--- src/rtl/tmr_bank_pkg.sv ---
package tmr_bank_pkg;
  localparam int MAX_CH  = 3;
  localparam int DATA_W  = 32;
  localparam int ADDR_W  = 6;
  localparam int CTL_W   = 8;
  localparam int SEL_W   = 3;
  localparam int RSEL_W  = 2;
  localparam int PRE_W   = 10;
  localparam int IE_BIT  = 5;
  localparam int FLAG_BIT = 8;
  localparam int MAX_DIV_SEL = 4;

  // low-order ones mask: divide by 2^(2*sel+2)
  function automatic logic [PRE_W-1:0] div_mask(input logic [SEL_W-1:0] sel);
    logic [PRE_W-1:0] m;
    m = '0;
    for (int k = 0; k < PRE_W; k++)
      if (k < 2 * int'(sel) + 2) m[k] = 1'b1;
    return m;
  endfunction
endpackage

--- src/rtl/tmr_decode.sv ---
module tmr_decode
  import tmr_bank_pkg::*;
#(
  parameter bit HAS_CH2    = 1'b1,
  parameter bit HAS_OUTCTL = 1'b1
) (
  input  logic [ADDR_W-1:0] addr_i,
  output logic              hit_outctl_o,
  output logic              hit_start_o,
  output logic [MAX_CH-1:0] ch_sel_o,
  output logic [RSEL_W-1:0] rsel_o
);
  logic [3:0] word;
  logic       aligned;

  assign word    = addr_i[5:2];
  assign aligned = (addr_i[1:0] == 2'b00);

  always_comb begin
    hit_outctl_o = 1'b0;
    hit_start_o  = 1'b0;
    ch_sel_o     = '0;
    rsel_o       = '0;
    if (aligned) begin
      case (word)
        4'd0: hit_outctl_o = HAS_OUTCTL;
        4'd1: hit_start_o  = 1'b1;
        4'd2, 4'd3, 4'd4: begin
          ch_sel_o[0] = 1'b1;
          rsel_o      = word[1:0] - 2'd2;
        end
        4'd5, 4'd6, 4'd7: begin
          ch_sel_o[1] = 1'b1;
          rsel_o      = word[1:0] - 2'd1;
        end
        4'd8, 4'd9, 4'd10, 4'd11: begin
          ch_sel_o[2] = HAS_CH2;
          rsel_o      = word[1:0];
        end
        default: ;
      endcase
    end
  end
endmodule

--- src/rtl/tmr_prescaler.sv ---
module tmr_prescaler
  import tmr_bank_pkg::*;
#(
  parameter bit HAS_EXT_CLK = 1'b1
) (
  input  logic             clk_i,
  input  logic             rst_ni,
  input  logic             run_i,
  input  logic             restart_i,
  input  logic [SEL_W-1:0] sel_i,
  input  logic             ext_tick_i,
  output logic             tick_o
);
  logic [PRE_W-1:0] pre_q;
  logic [PRE_W-1:0] mask;
  logic             div_ok, div_tick, ext_ok;

  assign mask     = div_mask(sel_i);
  assign div_ok   = (sel_i <= SEL_W'(MAX_DIV_SEL));
  assign div_tick = run_i && div_ok && (pre_q == mask);
  assign ext_ok   = HAS_EXT_CLK && (sel_i[2:1] == 2'b11);
  assign tick_o   = div_tick || (run_i && ext_ok && ext_tick_i);

  always_ff @(posedge clk_i or negedge rst_ni) begin
    if (!rst_ni)                             pre_q <= '0;
    else if (!run_i || restart_i || !div_ok) pre_q <= '0;
    else if (div_tick)                       pre_q <= '0;
    else                                     pre_q <= pre_q + 1'b1;
  end

  // divided ticks are never back to back (shortest period is 4)
  a_r5_tick_gap: assert property (@(posedge clk_i) disable iff (!rst_ni)
    div_tick |=> !div_tick);
  // phase never passes the selected terminal value
  a_r5_pre_bounded: assert property (@(posedge clk_i) disable iff (!rst_ni)
    div_ok |-> (pre_q <= mask));
endmodule

--- src/rtl/tmr_channel.sv ---
module tmr_channel
  import tmr_bank_pkg::*;
#(
  parameter bit HAS_CAP     = 1'b0,
  parameter bit HAS_EXT_CLK = 1'b1
) (
  input  logic              clk_i,
  input  logic              rst_ni,
  input  logic              run_i,
  input  logic              wr_i,
  input  logic [RSEL_W-1:0] rsel_i,
  input  logic [DATA_W-1:0] wdata_i,
  input  logic              ext_tick_i,
  output logic [DATA_W-1:0] rdata_o,
  output logic              irq_o
);
  logic [DATA_W-1:0] reload_q, cnt_q, cap_q;
  logic [CTL_W-1:0]  ctl_q;
  logic              flag_q;
  logic              wr_reload, wr_cnt, wr_ctl, tick, underflow;

  assign wr_reload = wr_i && (rsel_i == 2'd0);
  assign wr_cnt    = wr_i && (rsel_i == 2'd1);
  assign wr_ctl    = wr_i && (rsel_i == 2'd2);
  assign underflow = tick && (cnt_q == '0);

  tmr_prescaler #(.HAS_EXT_CLK(HAS_EXT_CLK)) u_pre (
    .clk_i      (clk_i),
    .rst_ni     (rst_ni),
    .run_i      (run_i),
    .restart_i  (wr_ctl),
    .sel_i      (ctl_q[SEL_W-1:0]),
    .ext_tick_i (ext_tick_i),
    .tick_o     (tick)
  );

  always_ff @(posedge clk_i or negedge rst_ni) begin
    if (!rst_ni) begin
      reload_q <= '1;
      cnt_q    <= '1;
      ctl_q    <= '0;
      flag_q   <= 1'b0;
    end else begin
      if (wr_reload) reload_q <= wdata_i;
      if (wr_cnt)    cnt_q    <= wdata_i;
      else if (tick) cnt_q    <= (cnt_q == '0) ? reload_q : cnt_q - 1'b1;
      if (wr_ctl)    ctl_q    <= wdata_i[CTL_W-1:0];
      if (underflow)                          flag_q <= 1'b1;
      else if (wr_ctl && !wdata_i[FLAG_BIT])  flag_q <= 1'b0;
    end
  end

  generate
    if (HAS_CAP) begin : g_cap
      logic wr_cap;
      assign wr_cap = wr_i && (rsel_i == 2'd3);
      always_ff @(posedge clk_i or negedge rst_ni) begin
        if (!rst_ni)     cap_q <= '0;
        else if (wr_cap) cap_q <= wdata_i;
      end
    end else begin : g_nocap
      assign cap_q = '0;
    end
  endgenerate

  always_comb begin
    case (rsel_i)
      2'd0:    rdata_o = reload_q;
      2'd1:    rdata_o = cnt_q;
      2'd2:    rdata_o = {{(DATA_W-FLAG_BIT-1){1'b0}}, flag_q, ctl_q};
      default: rdata_o = cap_q;
    endcase
  end

  assign irq_o = flag_q && ctl_q[IE_BIT];

  // no movement while stopped unless software writes the count
  a_r3_hold_stopped: assert property (@(posedge clk_i) disable iff (!rst_ni)
    (!run_i && !wr_cnt) |=> $stable(cnt_q));
  // zero-count tick refills from reload and raises the flag
  a_r4_reload_on_zero: assert property (@(posedge clk_i) disable iff (!rst_ni)
    (underflow && !wr_cnt) |=> (cnt_q == $past(reload_q)) && flag_q);
  // clear write removes flag when no underflow competes
  a_r6_flag_clear: assert property (@(posedge clk_i) disable iff (!rst_ni)
    (wr_ctl && !wdata_i[FLAG_BIT] && !underflow) |=> !flag_q);
  // written count wins over a coincident tick
  a_r12_cnt_write_wins: assert property (@(posedge clk_i) disable iff (!rst_ni)
    wr_cnt |=> (cnt_q == $past(wdata_i)));
endmodule

--- src/rtl/tmr_bank.sv ---
module tmr_bank
  import tmr_bank_pkg::*;
#(
  parameter bit HAS_CH2     = 1'b1,
  parameter bit HAS_OUTCTL  = 1'b1,
  parameter bit HAS_EXT_CLK = 1'b1
) (
  input  logic              clk_i,
  input  logic              rst_ni,
  input  logic              wr_en_i,
  input  logic [ADDR_W-1:0] addr_i,
  input  logic [DATA_W-1:0] wdata_i,
  input  logic              ext_tick_i,
  output logic [DATA_W-1:0] rdata_o,
  output logic [MAX_CH-1:0] irq_o
);
  localparam int NUM_CH = HAS_CH2 ? 3 : 2;

  logic              hit_outctl, hit_start;
  logic [MAX_CH-1:0] ch_sel;
  logic [RSEL_W-1:0] rsel;
  logic [DATA_W-1:0] start_q;
  logic              outctl_q;
  logic [DATA_W-1:0] ch_rdata [MAX_CH];

  tmr_decode #(.HAS_CH2(HAS_CH2), .HAS_OUTCTL(HAS_OUTCTL)) u_dec (
    .addr_i       (addr_i),
    .hit_outctl_o (hit_outctl),
    .hit_start_o  (hit_start),
    .ch_sel_o     (ch_sel),
    .rsel_o       (rsel)
  );

  always_ff @(posedge clk_i or negedge rst_ni) begin
    if (!rst_ni)                    start_q <= '0;
    else if (wr_en_i && hit_start)  start_q <= wdata_i;
  end

  generate
    if (HAS_OUTCTL) begin : g_outctl
      always_ff @(posedge clk_i or negedge rst_ni) begin
        if (!rst_ni)                    outctl_q <= 1'b0;
        else if (wr_en_i && hit_outctl) outctl_q <= wdata_i[0];
      end
      // only data bit 0 is kept
      a_r1_outctl_bit0: assert property (@(posedge clk_i) disable iff (!rst_ni)
        (wr_en_i && hit_outctl) |=> (outctl_q == $past(wdata_i[0])));
    end else begin : g_no_outctl
      assign outctl_q = 1'b0;
    end

    for (genvar i = 0; i < MAX_CH; i++) begin : g_ch
      if (i < NUM_CH) begin : g_on
        tmr_channel #(.HAS_CAP(i == 2), .HAS_EXT_CLK(HAS_EXT_CLK)) u_ch (
          .clk_i      (clk_i),
          .rst_ni     (rst_ni),
          .run_i      (start_q[i]),
          .wr_i       (wr_en_i && ch_sel[i]),
          .rsel_i     (rsel),
          .wdata_i    (wdata_i),
          .ext_tick_i (ext_tick_i),
          .rdata_o    (ch_rdata[i]),
          .irq_o      (irq_o[i])
        );
      end else begin : g_off
        assign ch_rdata[i] = '0;
        assign irq_o[i]    = 1'b0;
      end
    end
  endgenerate

  always_comb begin
    rdata_o = '0;
    if (hit_outctl)     rdata_o = {{(DATA_W-1){1'b0}}, outctl_q};
    else if (hit_start) rdata_o = start_q;
    else begin
      for (int i = 0; i < MAX_CH; i++)
        if (ch_sel[i]) rdata_o = ch_rdata[i];
    end
  end

  // run register keeps the whole written word
  a_r2_start_store: assert property (@(posedge clk_i) disable iff (!rst_ni)
    (wr_en_i && hit_start) |=> (start_q == $past(wdata_i)));
  // unmapped and misaligned addresses read as zero
  a_r11_unmapped_zero: assert property (@(posedge clk_i) disable iff (!rst_ni)
    ((addr_i[1:0] != 2'b00) || (addr_i[5:4] == 2'b11)) |-> (rdata_o == '0));
endmodule

--- config.mk ---
export PLATFORM = sky130hd
export DESIGN_NAME = tmr_bank
export DESIGN_NICKNAME = d
export VERILOG_FILES = /design/src/rtl/tmr_bank_pkg.sv /design/src/rtl/tmr_decode.sv /design/src/rtl/tmr_prescaler.sv /design/src/rtl/tmr_channel.sv /design/src/rtl/tmr_bank.sv
export SDC_FILE = /design/constraint.sdc
export NUM_CORES = 1
export LEC_CHECK = 0
export BUFFER_PORTS_ARGS = -buffer_cell sky130_fd_sc_hd__clkbuf_2
export CAP_MARGIN = 40
export CORE_UTILIZATION = 50
export CTS_CLUSTER_SIZE = 10
export DETAILED_ROUTE_END_ITERATION = 8
export MAX_ROUTING_LAYER = met4
export PLACE_DENSITY = 0.67
export SYNTH_ARGS = -nofsm -noshare
export SYNTH_HDL_FRONTEND = slang
export SYNTH_HIERARCHICAL = 1
export SYNTH_SLANG_ARGS = --single-unit
export TNS_END_PERCENT = 20
--- constraint.sdc ---
create_clock -name clk_i -period 5.55 [get_ports clk_i]
set_clock_uncertainty 0.1 [all_clocks]
set_input_delay 0 -clock clk_i [delete_from_list [all_inputs] [get_ports clk_i]]
set_output_delay 0 -clock clk_i [all_outputs]
set_load 0.02 [all_outputs]
## Word-level counts from Yosys, hierarchy flattened

Cells that the tools add are included.

- Reduce and logical (&&, ||, !) cells: 67
- Multiplexer cells: 69
- Order comparisons: 33
- Add/subtract/negate cells: 11
- Equality and inequality tests: 20

Operators by type and width:

| kind | number |
|---|---|
| $mux W32 | 14 |
| $lt A4 B32 Y1 const A | 12 |
| $pmux W32 S3 | 3 |
| $lt A3 B32 Y1 const A | 6 |
| $logic_not A32 Y1 | 3 |
| $lt A1 B32 Y1 const A | 3 |
| $lt A2 B32 Y1 const A | 3 |
| $lt A5 B32 Y1 const A | 3 |
| $sub A32 B1 Y32 const B | 3 |
| $mux W10 | 6 |
| $mux W1 | 43 |
| $logic_and A1 B1 Y1 | 36 |
| $add A10 B1 Y10 const B | 3 |
| $eq A10 B10 Y1 | 3 |
| $eq A4 B3 Y1 const B | 4 |
| $eq A4 B4 Y1 const B | 4 |
| $add A4 B2 Y5 const B | 3 |
| $lt A4 B5 Y1 const A | 3 |
| $reduce_bool A2 Y1 | 6 |
| $eq A2 B2 Y1 const B | 5 |
| $le A3 B3 Y1 const B | 3 |
| $logic_or A1 B1 Y1 | 9 |
| $eq A4 B2 Y1 const B | 2 |
| $logic_not A1 Y1 | 7 |
| other kinds (11) | 13 |

- Input bits: 42
- Bits in registers: 314
- Output and inout bits: 35

## Depth between registers and ports, before layout

- Word-level depth: 11
- Depth in mapped cells: 14

## Hierarchy

The synthesis kept the hierarchy.

By module, submodules not included:

| module | area an instance (um^2) | sequential area each (um^2) | times used | cells an instance |
|---|---|---|---|---|
| tmr_channel (g_ch[0].g_on.u_ch ...) | 4650.7 | 1906.8 | 2 | 475 |
| tmr_channel (g_ch[2].g_on.u_ch) | 5995.8 | 2707.6 | 1 | 586 |
| tmr_prescaler | 848.3 | 250.2 | 3 | 97 |
| tmr_bank | 2264.7 | 825.8 | 1 | 228 |
| tmr_decode | 187.7 | 0.0 | 1 | 25 |

## Least setup slack after synthesis

Ideal clock, no wire load.

- Kind: reg2reg
- From: register g_ch[0].g_on.u_ch.ctl_q[0]
- To: register g_ch[0].g_on.u_ch.cnt_q[22]
- Arrival time: 3.133 ns
- Cell stages (with the launch flop): 14
- Setup slack: 2.236 ns
- Required time: 5.369 ns
- Cell sequence: dfrtp_1 -> inv_1 -> ha_1 -> or4_1 -> mux2i_1 -> a211oi_1 -> nor3_2 -> nand3_1 -> o21ai_0 -> clkinv_1 -> nor2_1 -> clkbuf_1 -> nand2_1 -> o221a_1

- Word-level cells in the longest chain between the ends: 7

Ends and longest elaborated chain:

| item | RTL line | RTL |
|---|---|---|
| start: declaration | tmr_channel.sv:18 | `logic [CTL_W-1:0] ctl_q;` |
| start signal: assignment | tmr_channel.sv:47 | `if (wr_ctl) ctl_q <= wdata_i[CTL_W-1:0];` |
| $add A4 B2 Y5 | tmr_bank_pkg.sv:18 | `if (k < 2 * int'(sel) + 2) m[k] = 1'b1;` |
| $lt A1 B32 Y1, or another cell as far along | tmr_bank_pkg.sv:18 |  |
| $mux W1 | tmr_bank_pkg.sv:18 |  |
| $eq A10 B10 Y1 | tmr_prescaler.sv:20 | `assign div_tick = run_i && div_ok && (pre_q == mask);` |
| $logic_and A1 B1 Y1 (*) | tmr_prescaler.sv:20 |  |
| $logic_or A1 B1 Y1 (*) | tmr_prescaler.sv:22 | `assign tick_o = div_tick \|\| (run_i && ext_ok && ext_tick_i);` |
| net g_ch[0].g_on.u_ch.tick | tmr_channel.sv:20 | `logic wr_reload, wr_cnt, wr_ctl, tick, underflow;` |
| $reduce_bool A2 Y1 (no source line) (*) | -- |  |
| end signal: assignment | tmr_channel.sv:45 | `if (wr_cnt) cnt_q <= wdata_i;` |
| end signal: assignment | tmr_channel.sv:46 | `else if (tick) cnt_q <= (cnt_q == '0) ? reload_q : cnt_q - 1'b1;` |
| end: declaration | tmr_channel.sv:17 | `logic [DATA_W-1:0] reload_q, cnt_q, cap_q;` |

The timed path passes the listed nets; every way through them passes the cells marked *.
A chain may end at the register's enable or synchronous reset.

## Worst setup path in the final report

- From: register g_ch[0].g_on.u_ch.ctl_q[0]
- To: register g_ch[0].g_on.u_ch.cnt_q[16]

Same word-level chain as after synthesis.

==> results_dict.tcl <==
set metrics [dict create \
    crit_type "flop to flop" \
    synth-compound-area-share 0.145 \
    core_area_mm2 0.0399 \
    hold_depth 5 \
    post-route-drc-count 0 \
    arrival_ns 4.43 \
    worstPathMaxFanout 15 \
    row_count 73 \
    synth_ff_type "dfstp_2" \
    clk_latency_ns 0.56 \
    hpwl_mm 40.9 \
    final_common_cell "dfstp_2" \
    critPathCaptureType "flop" \
    outcome "completed" \
    synth-xor-area-share 0.0367 \
    track_usage 0.304 \
    slowest_stage "dfrtp_1" \
    critical_path.max_stage_delay_ns 0.54 \
    synth.avg_cell_area_um2 9.76 \
    yosysUniqueCellTypes 84 \
    clkSlewWorstSetupHoldPaths_ns 0.06 \
    synth-simple-area-share 0.184 \
    p_leak_nw 8.98 \
    slew_viol_final 0 \
    postRouteAntennaNets 0 \
    layout.cells.non_filler 2679 \
    grt_pass1_wl_mm 96.2 \
    routabilityCongestion 0.951 \
    synth-edff-count 0 \
    synthAdderAreaFrac 0.0136 \
    place_ws_ns 1.57 \
    ys_seq_area_frac 0.399 \
    syn-cell-area_mm2 0.0203 \
    clockRootBuffer "clkbuf_16" \
    cts_buffer_depth 3 \
    drive_above_1_share 0.289 \
    setup_viol 0 \
    routedWlPerCell_um 22.8 \
    final-hold-violation-count 0 \
    regArea_mm2 0.00810 \
    overflow 0 \
    rr_endpoint "g_ch[0].g_on.u_ch/cnt_q[16]" \
    reg2reg_from "g_ch[0].g_on.u_ch/ctl_q[0]" \
    synthCells 2080 \
    synth_top_family_by_area "simple AND/OR/NAND/NOR gates" \
    die_x_um 203 \
    cp_common_cell "buf_4" \
    htreeDepth 2 \
    crit_path_start_kind "flop" \
    min_period_ns 4.09 \
    cts_tree "done" \
    power_density_mw_per_mm2 312 \
    io-pin-count 77 \
    synth_mux_area_frac 0.177 \
    cts_resized 0 \
    final_nets 2188 \
    final_cell_mix "dfstp_2, nand2_1, mux2_2" \
    numCtsBuffers 39 \
    grt_max_degree 163 \
    fmax_ghz 0.245 \
    vias_per_cell 6.40 \
    dieArea_mm2 0.0414 \
    total_power_mw 7.01 \
    first_global_vias 16600 \
    maxCapViolCount 0 \
    period_share 0.736 \
    clkSinkCount 314 \
    rsz0062_at_grt "false" \
    syn_nets 2144 \
    ys_ff_latch 314 \
    initial_core_util 0.508 \
    drt_iter0_markers 1709 \
    dp_cells 2571 \
    fillers 3558 \
    min_to "g_ch[2].g_on.u_ch/cnt_q[0]" \
    multi_input_comb_area_mm2 0.0113 \
    cp_cell_sequence "inv_1 > ha_1 > or4_1 > mux2i_1 > a211oi_1 > nor3_2 > nand3_1 > o21ai_1 > buf_4 > clkinv_1 > nor2_1 > buf_4 > nand4_1 > o221ai_1 > a31oi_1" \
    antenna_found_initial 0 \
    firstDrtPassIters 5 \
    area_growth_pct 10.9 \
    routed_wl_mm 61.1 \
    postSynth.asyncResetShare 1.00 \
    vias 17100 \
    die_h_um 203 \
    worst_hold_slack_ns 0.101 \
    r2r_cells 15 \
    relSlewSlack 0.395 \
    port_buffers 76 \
    setup_tns_ns 0 \
    cp_data_required_time_ns 5.90 \
    ys_warn_count 6 \
    worstHoldStart "ext_tick_i" \
    worst_pin_slew_ns 0.905 \
    hp-class "input port to flop" \
    peakVddDrop_mv 0.200 \
    r2r_slack_ns 1.46 \
    fin_ws_ns 1.46 \
]
## state kept, by name (all words and copies together), names as in the netlist
| name | count |
|---|---|
| start_q | 32 |
| g_ch.g_on.u_ch/cnt_q | 96 |
| g_ch.g_on.u_ch/ctl_q | 24 |
| g_ch.g_on.u_ch/reload_q | 96 |
| g_ch.g_on.u_ch/u_pre/pre_q | 30 |
| outctl_q | 1 |
| g_ch.g_on.u_ch/cap_q | 32 |
| g_ch.g_on.u_ch/flag_q | 3 |
## cells by family (layout without fill, tap and decap cells)
| kind of cell | after synthesis | in the layout |
|---|---|---|
| compound gates | 462 | 462 |
| xor+xnor | 85 | 85 |
| fa+ha+maj | 22 | 22 |
| buf+inv | 187 | 260 |
| flops | 314 | 314 |
| mux | 315 | 315 |
| other cells | 0 | 1 |
| simple gates | 695 | 695 |
## report_power, final
group	switching, mW	total [mW]	internal [mW]	leakage, nW
combinational	0.697	1.34	0.640	4.76
sequential	0.440	3.32	2.88	3.67
clock	1.02	2.36	1.34	0.547
## stage by stage
step            util  instance area (um2)
4_1_cts        0.563                22500
5_1_grt        0.564                22500
3_5_place_dp   0.526                21000
2_1_floorplan      -                20300
6_report       0.564                22500
3_3_place_gp   0.524                20900
## layout make-up
class / count / share of cell area
multi-input combinational: 1579 / 0.504
sequential: 314 / 0.360
timing repair buffer: 155 / 0.0509
clock buffer: 64 / 0.0484
tap: 525 / 0.0292
inverter: 35 / 0.00584
clock inverter: 6 / 0.00184
antenna: 1 / 0.000111
## worst max path at each step
stage,start,endpoint,slack (ns),cells past startpoint
floorplan,g_ch[0].g_on.u_ch/ctl_q[0],g_ch[0].g_on.u_ch/cnt_q[22],2.24,13
global placement,g_ch[1].g_on.u_ch/ctl_q[0],g_ch[1].g_on.u_ch/cnt_q[29],1.67,14
detailed placement,g_ch[0].g_on.u_ch/ctl_q[0],g_ch[0].g_on.u_ch/cnt_q[16],1.57,15
CTS,g_ch[0].g_on.u_ch/ctl_q[0],g_ch[0].g_on.u_ch/cnt_q[16],1.55,15
global route,g_ch[0].g_on.u_ch/ctl_q[0],g_ch[0].g_on.u_ch/cnt_q[19],1.15,15
finish,g_ch[0].g_on.u_ch/ctl_q[0],g_ch[0].g_on.u_ch/cnt_q[16],1.46,15
## metal layers
layer | global-route usage | part of all wire
met4 | 0.0867 | 0.021
met1 | 0.432 | 0.46
met2 | 0.455 | 0.45
met3 | 0.0382 | 0.069
met5 | - | 0
## repair_timing
| item | 4_1_cts | 5_1_grt |
|---|---|---|
| endpoints found under the hold margin | 370 | 0 |
| buffers inserted | 0 | 0 |
| hold buffers | 36 | 0 |
| setup endpoints to repair | 0 | 0 |
## synthesized netlist by cell type, drive strengths merged, types with 11 or more instances
cell | instances | area [um2]
xnor2 | 29 | 254
xor2 | 56 | 490
a31oi | 16 | 100
dfrtp | 122 | 3050
nor4 | 41 | 305
a21oi | 84 | 428
a211oi | 11 | 97.6
nor2b | 12 | 85.1
mux2 | 176 | 2090
nor3 | 44 | 245
and3 | 31 | 194
nand4 | 24 | 150
nand2 | 184 | 693
and2 | 18 | 113
dfstp | 192 | 5040
mux2i | 130 | 1300
clkbuf | 105 | 398
nand3 | 50 | 260
nand4b | 13 | 114
or3 | 24 | 150
buf | 47 | 378
o22ai | 38 | 238
a221oi | 32 | 280
o21ai | 173 | 866
nor2 | 163 | 672
o211ai | 23 | 193
o31ai | 22 | 165
ha | 22 | 275
or4 | 35 | 300
inv | 32 | 120
## critical path, delay by kind of cell (launching register included)
| kind | cells | cell delay (ns) |
|---|---|---|
| mux | 1 | 0.16 |
| flops | 1 | 0.54 |
| simple gates | 5 | 1.36 |
| compound gates | 4 | 0.61 |
| buf+inv | 4 | 0.77 |
| fa+ha+maj | 1 | 0.41 |
Note: power is estimated with default switching activity, not from simulation.
